## src/rtl/ptw_pkg.sv

```systemverilog
package ptw_pkg;

    localparam int unsigned VA_W   = 32;
    localparam int unsigned DESC_W = 32;
    localparam int unsigned DOM_W  = 4;
    localparam int unsigned VPN_W  = 20;
    localparam int unsigned SEC_SH = 20;
    localparam int unsigned LRG_SH = 16;
    localparam int unsigned SML_SH = 12;

    typedef enum logic [1:0] {
        ACC_LOAD  = 2'd0,
        ACC_STORE = 2'd1,
        ACC_FETCH = 2'd2
    } acc_kind_e;

    typedef enum logic [2:0] {
        FLT_NONE    = 3'd0,
        FLT_CHK_L1  = 3'd1,
        FLT_CHK_L2  = 3'd2,
        FLT_XLAT_L1 = 3'd3,
        FLT_XLAT_L2 = 3'd4,
        FLT_AF_L1   = 3'd5,
        FLT_AF_L2   = 3'd6
    } flt_code_e;

    typedef enum logic [1:0] {
        PG_SMALL   = 2'd0,
        PG_LARGE   = 2'd1,
        PG_SECTION = 2'd2
    } pg_size_e;

    typedef struct packed {
        logic [VA_W-1:0]  pa_base;
        logic [VPN_W-1:0] vpn;
        pg_size_e         size;
        logic [2:0]       ap;
        logic [DOM_W-1:0] domain;
        logic             glob;
        logic             xn;
        logic [2:0]       tex;
        logic             cbit;
        logic             bbit;
        logic             shared;
    } xlat_entry_t;

    typedef struct packed {
        flt_code_e        code;
        logic [DOM_W-1:0] domain;
    } flt_t;

    // Page base with the offset bits below 'sh' cleared
    function automatic logic [VA_W-1:0] page_base(input logic [DESC_W-1:0] d, input int unsigned sh);
        return d & ({VA_W{1'b1}} << sh);
    endfunction

    // Virtual page number for a page of 2**sh bytes
    function automatic logic [VPN_W-1:0] page_num(input logic [VA_W-1:0] va, input int unsigned sh);
        logic [VA_W-1:0] t;
        t = va >> sh;
        return t[VPN_W-1:0];
    endfunction

endpackage

```

## src/rtl/ptw_root_select.sv

```systemverilog
module ptw_root_select
    import ptw_pkg::*;
#(
    parameter int unsigned SPLIT_W = 3
) (
    input  logic [VA_W-1:0]    va,
    input  logic [SPLIT_W-1:0] split,
    input  logic [VA_W-1:0]    base0,
    input  logic [VA_W-1:0]    base1,
    output logic [VA_W-1:0]    l1_addr
);
    // Level-1 table covers 4096 entries when N is 0
    localparam int unsigned L1_IDX_W = VA_W - SEC_SH;
    localparam int unsigned L1_TOP   = L1_IDX_W + 2;

    int unsigned     n_eff;
    logic            use_hi;
    logic [VA_W-1:0] top_bits;
    logic [VA_W-1:0] base;
    logic [VA_W-1:0] keep_mask;
    logic [VA_W-1:0] idx_mask;

    always_comb begin
        top_bits  = (split == '0) ? '0 : (va >> (VA_W - int'(split)));
        use_hi    = (split != '0) && (top_bits != '0);
        n_eff     = use_hi ? 0 : int'(split);
        base      = use_hi ? base1 : base0;
        keep_mask = {VA_W{1'b1}} << (L1_TOP - n_eff);
        idx_mask  = (VA_W'(1) << (L1_IDX_W - n_eff)) - VA_W'(1);
        l1_addr   = (base & keep_mask) | (((va >> SEC_SH) & idx_mask) << 2);
    end

endmodule

```

## src/rtl/ptw_desc_decode.sv

```systemverilog
module ptw_desc_decode
    import ptw_pkg::*;
(
    input  logic [DESC_W-1:0] desc,
    input  logic              second_level,
    input  logic [DOM_W-1:0]  l1_dom,
    input  logic [VA_W-1:0]   va,
    input  logic              afe,
    output logic              descend,
    output logic [VA_W-1:0]   l2_addr,
    output flt_t              flt,
    output xlat_entry_t       ent
);
    always_comb begin
        descend    = 1'b0;
        l2_addr    = {desc[31:10], 10'b0} | {22'b0, va[19:12], 2'b00};
        flt.code   = FLT_NONE;
        flt.domain = '0;
        ent        = '0;
        if (!second_level) begin
            unique case (desc[1:0])
                2'b01: descend = 1'b1;
                2'b10: begin
                    if (desc[18]) begin
                        flt.code = FLT_XLAT_L1;
                    end else begin
                        ent.pa_base = page_base(desc, SEC_SH);
                        ent.vpn     = page_num(va, SEC_SH);
                        ent.size    = PG_SECTION;
                        ent.ap      = {desc[15], desc[11:10]};
                        ent.domain  = desc[8:5];
                        ent.glob    = ~desc[17];
                        ent.xn      = desc[4];
                        ent.tex     = desc[14:12];
                        ent.cbit    = desc[3];
                        ent.bbit    = desc[2];
                        ent.shared  = desc[16];
                        if (afe && !desc[10]) begin
                            flt.code   = FLT_AF_L1;
                            flt.domain = desc[8:5];
                        end
                    end
                end
                default: flt.code = FLT_XLAT_L1;
            endcase
        end else if (desc[1:0] == 2'b00) begin
            flt.code   = FLT_XLAT_L2;
            flt.domain = l1_dom;
        end else begin
            ent.ap     = {desc[9], desc[5:4]};
            ent.domain = l1_dom;
            ent.glob   = ~desc[11];
            ent.cbit   = desc[3];
            ent.bbit   = desc[2];
            ent.shared = desc[10];
            if (desc[1]) begin
                ent.pa_base = page_base(desc, SML_SH);
                ent.vpn     = page_num(va, SML_SH);
                ent.size    = PG_SMALL;
                ent.xn      = desc[0];
                ent.tex     = desc[8:6];
            end else begin
                ent.pa_base = page_base(desc, LRG_SH);
                ent.vpn     = page_num(va, LRG_SH);
                ent.size    = PG_LARGE;
                ent.xn      = desc[15];
                ent.tex     = desc[14:12];
            end
            if (afe && !desc[4]) begin
                flt.code   = FLT_AF_L2;
                flt.domain = l1_dom;
            end
        end
    end

endmodule

```

## src/rtl/ptw_engine.sv

```systemverilog
module ptw_engine
    import ptw_pkg::*;
#(
    parameter int unsigned CTX_W   = 8,
    parameter int unsigned SPLIT_W = 3
) (
    input  logic               clk,
    input  logic               rst,
    input  logic               req_valid,
    input  logic [31:0]        req_vaddr,
    input  logic [1:0]         req_kind,
    input  logic [CTX_W-1:0]   req_ctx,
    input  logic [SPLIT_W-1:0] req_split,
    input  logic [31:0]        req_base0,
    input  logic [31:0]        req_base1,
    input  logic               req_afe,
    output logic               busy,
    output logic [31:0]        chk_addr,
    input  logic               chk_fault,
    output logic               mem_req_valid,
    input  logic               mem_req_ready,
    output logic [31:0]        mem_req_addr,
    input  logic               mem_rsp_valid,
    input  logic [31:0]        mem_rsp_data,
    output logic               done,
    output logic [31:0]        ent_pa_base,
    output logic [19:0]        ent_vpn,
    output logic [1:0]         ent_size,
    output logic [2:0]         ent_ap,
    output logic [3:0]         ent_domain,
    output logic               ent_global,
    output logic               ent_xn,
    output logic [2:0]         ent_tex,
    output logic               ent_c,
    output logic               ent_b,
    output logic               ent_shared,
    output logic [CTX_W-1:0]   ent_ctx,
    output logic               fault,
    output logic [2:0]         flt_code,
    output logic               flt_prefetch,
    output logic               flt_write,
    output logic [3:0]         flt_domain
);
    typedef enum logic [2:0] {
        S_IDLE, S_CHK1, S_RD1, S_WT1, S_CHK2, S_RD2, S_WT2, S_FIN
    } walk_state_e;

    walk_state_e        st;
    logic [VA_W-1:0]    va_q;
    acc_kind_e          kind_q;
    logic [CTX_W-1:0]   ctx_q;
    logic               afe_q;
    logic [VA_W-1:0]    addr_q;
    logic [DOM_W-1:0]   d1dom_q;
    xlat_entry_t        ent_q;
    flt_t               flt_q;

    logic [VA_W-1:0]    root_addr;
    logic               dec_descend;
    logic [VA_W-1:0]    dec_l2_addr;
    flt_t               dec_flt;
    xlat_entry_t        dec_ent;

    ptw_root_select #(.SPLIT_W(SPLIT_W)) u_root (
        .va      (req_vaddr),
        .split   (req_split),
        .base0   (req_base0),
        .base1   (req_base1),
        .l1_addr (root_addr)
    );

    ptw_desc_decode u_dec (
        .desc         (mem_rsp_data),
        .second_level (st == S_WT2),
        .l1_dom       (d1dom_q),
        .va           (va_q),
        .afe          (afe_q),
        .descend      (dec_descend),
        .l2_addr      (dec_l2_addr),
        .flt          (dec_flt),
        .ent          (dec_ent)
    );

    always_ff @(posedge clk) begin
        if (rst) begin
            st      <= S_IDLE;
            va_q    <= '0;
            kind_q  <= ACC_LOAD;
            ctx_q   <= '0;
            afe_q   <= 1'b0;
            addr_q  <= '0;
            d1dom_q <= '0;
            ent_q   <= '0;
            flt_q   <= '0;
        end else begin
            unique case (st)
                S_IDLE: if (req_valid) begin
                    va_q       <= req_vaddr;
                    kind_q     <= acc_kind_e'(req_kind);
                    ctx_q      <= req_ctx;
                    afe_q      <= req_afe;
                    addr_q     <= root_addr;
                    d1dom_q    <= '0;
                    flt_q.code <= FLT_NONE;
                    flt_q.domain <= '0;
                    st         <= S_CHK1;
                end
                S_CHK1: if (chk_fault) begin
                    flt_q.code <= FLT_CHK_L1;
                    flt_q.domain <= '0;
                    st         <= S_FIN;
                end else begin
                    st <= S_RD1;
                end
                S_RD1: if (mem_req_ready) st <= S_WT1;
                S_WT1: if (mem_rsp_valid) begin
                    if (dec_flt.code != FLT_NONE) begin
                        flt_q <= dec_flt;
                        st    <= S_FIN;
                    end else if (dec_descend) begin
                        addr_q  <= dec_l2_addr;
                        d1dom_q <= mem_rsp_data[8:5];
                        st      <= S_CHK2;
                    end else begin
                        ent_q <= dec_ent;
                        st    <= S_FIN;
                    end
                end
                S_CHK2: if (chk_fault) begin
                    flt_q.code <= FLT_CHK_L2;
                    flt_q.domain <= d1dom_q;
                    st         <= S_FIN;
                end else begin
                    st <= S_RD2;
                end
                S_RD2: if (mem_req_ready) st <= S_WT2;
                S_WT2: if (mem_rsp_valid) begin
                    if (dec_flt.code != FLT_NONE) flt_q <= dec_flt;
                    else                          ent_q <= dec_ent;
                    st <= S_FIN;
                end
                default: st <= S_IDLE;
            endcase
        end
    end

    assign busy          = (st != S_IDLE);
    assign chk_addr      = addr_q;
    assign mem_req_addr  = addr_q;
    assign mem_req_valid = (st == S_RD1) || (st == S_RD2);
    assign done          = (st == S_FIN) && (flt_q.code == FLT_NONE);
    assign fault         = (st == S_FIN) && (flt_q.code != FLT_NONE);

    assign ent_pa_base = ent_q.pa_base;
    assign ent_vpn     = ent_q.vpn;
    assign ent_size    = ent_q.size;
    assign ent_ap      = ent_q.ap;
    assign ent_domain  = ent_q.domain;
    assign ent_global  = ent_q.glob;
    assign ent_xn      = ent_q.xn;
    assign ent_tex     = ent_q.tex;
    assign ent_c       = ent_q.cbit;
    assign ent_b       = ent_q.bbit;
    assign ent_shared  = ent_q.shared;
    assign ent_ctx     = ctx_q;

    assign flt_code     = flt_q.code;
    assign flt_domain   = flt_q.domain;
    assign flt_prefetch = (kind_q == ACC_FETCH);
    assign flt_write    = (kind_q == ACC_STORE);


    accept_busy_chk: assert property (@(posedge clk) disable iff (rst)
        (req_valid && !busy) |=> busy);

    pulse_release_chk: assert property (@(posedge clk) disable iff (rst)
        (done || fault) |=> (!busy && !done && !fault));

    pulse_excl_chk: assert property (@(posedge clk) disable iff (rst)
        $onehot0({done, fault}));

    mem_hold_chk: assert property (@(posedge clk) disable iff (rst)
        (mem_req_valid && !mem_req_ready) |=> (mem_req_valid && $stable(mem_req_addr)));

    mem_busy_chk: assert property (@(posedge clk) disable iff (rst)
        mem_req_valid |-> busy);

    abort_kind_chk: assert property (@(posedge clk) disable iff (rst)
        (fault && flt_prefetch) |-> !flt_write);

    l1_dom_chk: assert property (@(posedge clk) disable iff (rst)
        (fault && (flt_code == 3'd3 || flt_code == 3'd1)) |-> (flt_domain == 4'd0));

endmodule

```

## config.mk

```make
export PLATFORM = sky130hd
export DESIGN_NAME = ptw_engine
export DESIGN_NICKNAME = d
export VERILOG_FILES = /design/src/rtl/ptw_pkg.sv /design/src/rtl/ptw_root_select.sv /design/src/rtl/ptw_desc_decode.sv /design/src/rtl/ptw_engine.sv
export SDC_FILE = /design/constraint.sdc
export NUM_CORES = 1
export LEC_CHECK = 0
export ABC_AREA = 1
export BUFFER_PORTS_ARGS = -buffer_cell sky130_fd_sc_hd__buf_2
export CAP_MARGIN = 20
export CORE_AREA = 2 2 197 199
export DETAILED_ROUTE_END_ITERATION = 10
export DIE_AREA = 0 0 199 201
export GPL_ROUTABILITY_DRIVEN = 0
export PLACE_DENSITY = 0.44
export SLEW_MARGIN = 20
export SYNTH_ARGS = -nofsm -noshare
export SYNTH_HDL_FRONTEND = slang
export SYNTH_HIERARCHICAL = 1
export SYNTH_SLANG_ARGS = --single-unit
export TNS_END_PERCENT = 30
```

## constraint.sdc

```tcl
create_clock -name clk -period 5.4 [get_ports clk]
set_input_delay 0.27 -clock clk [delete_from_list [all_inputs] [get_ports clk]]
set_output_delay 0.27 -clock clk [all_outputs]
set_load 0.02 [all_outputs]
```

==> results of run 1 <==
## worst max-delay path by stage
stage,from,to,slack (ps)
2_1_floorplan,req_split[0],chk_addr[4]$_SDFFE_PP0P_,2070
3_3_place_gp,st[0]$_SDFFE_PP0P_,ent_pa_base[6]$_SDFFE_PP0P_,1040
3_5_place_dp,st[0]$_SDFFE_PP0P_,ent_pa_base[13]$_SDFFE_PP0P_,980
4_1_cts,st[0]$_SDFFE_PP0P_,ent_pa_base[13]$_SDFFE_PP0P_,950
5_1_grt,st[0]$_SDFFE_PP0P_,ent_pa_base[16]$_SDFFE_PP0P_,550
6_report,st[0]$_SDFFE_PP0P_,ent_pa_base[1]$_SDFFE_PP0P_,980
## per-layer routing
layer | vias up | part of all wire, %
met2 | 230 | 46
li1 | 4598 | -
met4 | 2 | 1.0
met5 | - | 0.034
met3 | 21 | 5.0
met1 | 4042 | 48
## cell usage in the layout, fill, tap and decap left out, drive strengths merged, types with 3 or more instances in the layout
| master | count |
|---|---|
| o211ai | 4 |
| o21ai | 119 |
| nor3 | 40 |
| a21oi | 46 |
| ha | 16 |
| nor2 | 272 |
| bufinv | 4 |
| or2 | 4 |
| clkinv | 7 |
| clkbuf | 21 |
| buf | 296 |
| conb | 14 |
| inv | 83 |
| nand4 | 4 |
| o22ai | 3 |
| nand2 | 390 |
| dfxtp | 146 |
| nand3 | 80 |
## worst reg2reg max path, stage by stage (launching register included)
cell and delay, ps:
dfxtp_1 560, inv_1 140, nand3_1 180, inv_1 250
nand2_1 530, nand2_1 270, inv_1 100, nand2_1 90
nor3_2 360, nand4_4 570, inv_2 450, buf_4 590
nor2_1 130, nor2_1 120
## layout make-up
type                            count  area (um^2)  share of cell area, %
Multi-Input combinational cell   1004         4470                   42.7
Sequential cell                   146         2920                   27.9
Timing Repair Buffer              296         1510                   14.4
Tap cell                          518          648                   6.19
Clock buffer                       21          440                   4.20
Inverter                           85          322                   3.07
Clock inverter                     10          160                   1.53
Antenna cell                        1         2.50                 0.0239
## stage by stage
step | cells | hold slack (ps) | util [%] | total power (W) | area (um^2)
6_report | 2081 | 103 | 27.5 | 0.00459 | 10500
3_3_place_gp | 2049 | 448 | 25.9 | 0.00337 | 9880
3_5_place_dp | 2049 | 452 | 25.9 | 0.00338 | 9880
4_1_cts | 2080 | 71.4 | 27.5 | 0.00466 | 10500
5_1_grt | 2080 | 83.7 | 27.5 | 0.00493 | 10500
2_1_floorplan | 1392 | 433 | - | 0.00290 | 8650
## sequential cells by signal (all words and copies together) (netlist names), 4 cells and up
name,cells
ent_pa_base,32
chk_addr,32
ent_vpn,20
ent_ctx,8
va_q,20
ent_domain,4
flt_domain,4
d1dom_q,4
## power by group through the flow
stage / Sequential, W / Clock [W] / Combinational [W]
floorplan: 0.00157 / 0 / 0.00132
global placement: 0.00150 / 0 / 0.00186
detailed placement: 0.00151 / 0 / 0.00187
CTS: 0.00149 / 0.00130 / 0.00188
global route: 0.00151 / 0.00134 / 0.00208
finish: 0.00148 / 0.00126 / 0.00186
==> impl_metrics.toml, run 1 <==
[status]
status = "completed"

[worst_setup_path]
critPathSlowestCell = "buf_4"
end_kind = "flip-flop"
path_max_fanout = 58
crit_arrival_ps = 4790
required_ps = 5770
critical_path_cell_count = 13
critPathTopFamily = "simple AND/OR/NAND/NOR gates"
timing.rr.end = "ent_pa_base[1]$_SDFFE_PP0P_"
worst-r2r-setup-slack_ps = 980
path_class = "reg -> reg"
r2r-start = "st[0]$_SDFFE_PP0P_"
timing.critical_path.buf_inv = 5
critPathMaxStageDelay_ps = 590
crit_path_start_kind = "flip-flop"
path_cells = "inv_1, nand3_1, inv_1, nand2_1, nand2_1, inv_1, nand2_1, nor3_2, nand4_4, inv_2, buf_4, nor2_1, nor2_1"
reg2reg_depth = 13

[sta]
setup_ws_ps = 981
finalHoldViolCount = 0
rsz0062_at_grt = "false"
period_share_pct = 81.8
setup_viol = 0
slew_headroom_pct = 42.2
layout_min_cycle_time_ps = 4420
clock-skew-final_ps = 7.88
clock.fmax_mhz = 226
final_max_slew_viol_count = 0
worst_slew_pin_slew_ps = 866
setup-tns-final_ps = 0

[drt]
drtPass1Iterations = 4
drtIter0Drc = 603
viasPerCell = 4.27
drtAntennaViolNets = 0
vias = 8893
drc = 0
wl_per_cell_um = 15.6
drt_wl_total_um = 32500

[global_routing]
overflow = 0
met1_usage_pct = 22.3
grt_max_degree = 64
grt_first_pass_wirelength_um = 48900
use_met3_pct = 3.26
busiest_layer = "met2"
grt_pass1_vias = 8244
grt_antenna_before_repair = 2
met2_usage_pct = 25.7
grt_use_total_pct = 16.1

[synthesis]
synthCells = 1379
synth_area_per_cell_um2 = 6.24
yosysWarnings = 6
syn-cell-area_um2 = 8600

[cts]
postCtsHoldBufs = 0
htreeDepth = 4
cts_resized = 0
root_buffer = "clkbuf_16"
clock-sinks = 146
cts_tree = "done"
clockBufferDepth = 2
post_cts_buffers = 0
clk_pin_slew_ps = 60
cts_inserted_buffers = 17
clk_latency_ps = 440

[place]
dp_slack_ps = 978
io_buffers = 285
dp_hpwl_um = 24300

[power_and_ir_drop]
p_seq_share_pct = 32.3
p_sw_w = 0.00199
p_sw_share_pct = 43.3
ir_drop_uv = 223
p_comb_share_pct = 40.4
powerDensity_nw_per_um2 = 438
intPower_w = 0.00261
clkPwrFrac_pct = 27.3
p_leak_nw = 5.31

[hold_path]
hold_depth = 3
hold_path_end = "ent_ctx[1]$_SDFFE_PP0P_"
min-delay-start = "req_ctx[1]"
min_path_type = "in -> reg"

[finish]
syn2layout_area_growth_pct = 21.8
drive_above_1_share_pct = 22.7
nets = 1714
fillCellCount = 4405

[floorplan]
die-area_um2 = 40000
rows = 72
initial_core_util_pct = 22.6
design.core.area_um2 = 38100
die_x_um = 199
ios = 302
floorplan.die.height_um = 201

[job]
maxCapViolCount = 0
Power figures use the tool's default switching activity.
==> inputs of run 2 (changes only) <==
Settings changed: ABC_AREA 1 to 0, CORE_AREA 2 2 197 199 to 2 2 195 197, DIE_AREA 0 0 199 201 to 0 0 197 199.
Clock period 5.4 ns to 4.45 ns, I/O delays scaled along.
==> run 2 against run 1 <==
Compared with the run above: register-to-register slack better by 210 ps; clock-buffer cell count is 3 lower; design area decreased by 1.6%; clock power increased by 18%; area after synthesis is 2.2% lower; flip-flop and latch count did not move; routed wire length down 3.0%; setup slack worse by 190 ps; first-iteration DRC count decreased by 33%; critical path type is now in -> reg; largest cell class unchanged; highest routed layer is now met4.
==> impl_metrics.toml, run 2 <==
[cts]
clockBufferDepth = 2
clock-sinks = 146
root_buffer = "clkbuf_16"
clk_latency_ps = 440
cts_inserted_buffers = 17
htreeDepth = 4
clk_pin_slew_ps = 60
post_cts_buffers = 0
postCtsHoldBufs = 6
cts_resized = 0
cts_tree = "done"

[floorplan]
die_x_um = 197
rows = 71
ios = 302
design.core.area_um2 = 37100
initial_core_util_pct = 22.7
die-area_um2 = 39200
floorplan.die.height_um = 199

[status]
status = "completed"

[worst_setup_path]
critPathMaxStageDelay_ps = 450
crit_start = "req_split[1]"
path_max_fanout = 8
end_kind = "flip-flop"
critical_path_cell_count = 18
required_ps = 4820
timing.critical_path.buf_inv = 2
crit_end = "chk_addr[6]$_SDFFE_PP0P_"
crit_arrival_ps = 4030
r2r-start = "st[2]$_SDFFE_PP0P_"
crit_top_cell = "ha_1"
timing.rr.end = "ent_vpn[5]$_SDFFE_PP0P_"
worst-r2r-setup-slack_ps = 1190
reg2reg_depth = 9
path_cells = "buf_2, inv_1, ha_1, ha_1, or3b_2, a31oi_1, o31ai_4, nand2_1, ha_1, and3_1, nand3_1, ha_1, nor4b_1, nand3_1, o311ai_0, nand2_1, a211o_1, a21oi_1"
critPathSlowestCell = "or3b_2"
path_class = "in -> reg"
crit_path_start_kind = "input port"
critPathTopFamily = "simple AND/OR/NAND/NOR gates"

[sta]
clock-skew-final_ps = 12.4
period_share_pct = 82.2
setup-tns-final_ps = 0
finalHoldViolCount = 0
slew_headroom_pct = 33.2
rsz0062_at_grt = "false"
layout_min_cycle_time_ps = 3660
clock.fmax_mhz = 273
worst_slew_pin_slew_ps = 1000
final_max_slew_viol_count = 0
setup_viol = 0

[global_routing]
overflow = 0
grt_use_total_pct = 15.9
grt_antenna_before_repair = 0
grt_max_degree = 91
grt_first_pass_wirelength_um = 47300
grt_pass1_vias = 7801

[drt]
drt_wl_total_um = 31600
drc = 0
drtAntennaViolNets = 0
wl_per_cell_um = 17.9
vias = 8106
drtPass1Iterations = 4
viasPerCell = 4.61
drtIter0Drc = 406

[finish]
design_area_um2 = 10300
drive_above_1_share_pct = 28.9
syn2layout_area_growth_pct = 22.6
mostFrequentLayoutCells = "nand2_1, buf_2, a21oi_1, dfxtp_1, o21ai_0"
fillCellCount = 4161
nets = 1436
final_common_cell = "nand2_1"

[place]
io_buffers = 278
placed_cell_area_um2 = 9660
dp_hpwl_um = 22800

[synthesis]
yosysWarnings = 6
syn-cell-area_um2 = 8410
synth_area_per_cell_um2 = 7.64
synthCells = 1101

[power_and_ir_drop]
powerDensity_nw_per_um2 = 441
p_leak_nw = 4.42
ir_drop_uv = 282

[hold_path]
min_path_type = "in -> reg"

[job]
maxCapViolCount = 0
-- run 2: cell count changes in the layout (fill, tap and decap cells not counted), moves of 19 or more --
cell     before  now
mux2_2        0   22
o21ai_1      44    2
a211o_1       0   33
a21oi_1      45  148
nand3_1      78    6
mux2i_1       0   19
inv_1        78   21
nand2_1     383  296
nor2_1      265   14
nor2b_1       0   20
nor3_1       39    6
-- run 2: per-layer routing --
layer	vias to the layer above	share of wire, %	track usage (%)
li1	4027	-	-
met1	3835	50	22.5
met2	218	44	24.7
met3	26	4.1	3.00
met4	0	1.5	4.54
met5	-	0	0
-- run 2: worst reg2reg max path: cells and delay by family, from the launching register on --
family,cells,cell delay (ps)
compound gates,3,1170
buf+inv,1,290
flops,1,320
simple gates,5,1400
-- run 2: power by group --
group	switching [W]	internal, W
Combinational	0.00102	0.000480
Sequential	0.000118	0.00144
Clock	0.000647	0.000848
Total	0.00178	0.00276
-- run 2: layout make-up --
| class | count | area (um^2) | share of cell area (%) |
|---|---|---|---|
| clock inverters | 13 | 150 | 1.46 |
| well taps | 474 | 593 | 5.75 |
| multi-input cells | 785 | 4510 | 43.7 |
| clock buffers | 18 | 439 | 4.26 |
| repair buffers | 301 | 1620 | 15.7 |
| flip-flops and latches | 146 | 2920 | 28.4 |
| inverters | 21 | 78.8 | 0.764 |
| diodes | 1 | 2.50 | 0.0243 |
-- run 2: how the worst min path moves through the flow --
stage | to | from | cells after the start | slack, ps
floorplan | flt_domain[1]$_SDFFE_PP0P_ | rst | 1 | 330
global placement | ent_pa_base[9]$_SDFFE_PP0P_ | ent_pa_base[9]$_SDFFE_PP0P_ | 2 | 440
detailed placement | ent_ctx[7]$_SDFFE_PP0P_ | ent_ctx[7]$_SDFFE_PP0P_ | 2 | 440
CTS | ent_ctx[7]$_SDFFE_PP0P_ | req_ctx[7] | 3 | 0.5
global route | ent_ctx[1]$_SDFFE_PP0P_ | req_ctx[1] | 3 | 9
finish | ent_ctx[3]$_SDFFE_PP0P_ | req_ctx[3] | 3 | 30
-- run 2: per-stage QoR --
step / total power (W) / std cells / util (%) / setup slack (ps) / hold slack [ps]
2_1_floorplan: 0.00269 / 1114 / - / 718 / 326
3_3_place_gp: 0.00308 / 1721 / 26.0 / 373 / 439
3_5_place_dp: 0.00309 / 1721 / 26.0 / 337 / 443
4_1_cts: 0.00462 / 1758 / 27.8 / 803 / 0.529
5_1_grt: 0.00481 / 1758 / 27.8 / 460 / 9.45
6_report: 0.00455 / 1759 / 27.8 / 791 / 26.0
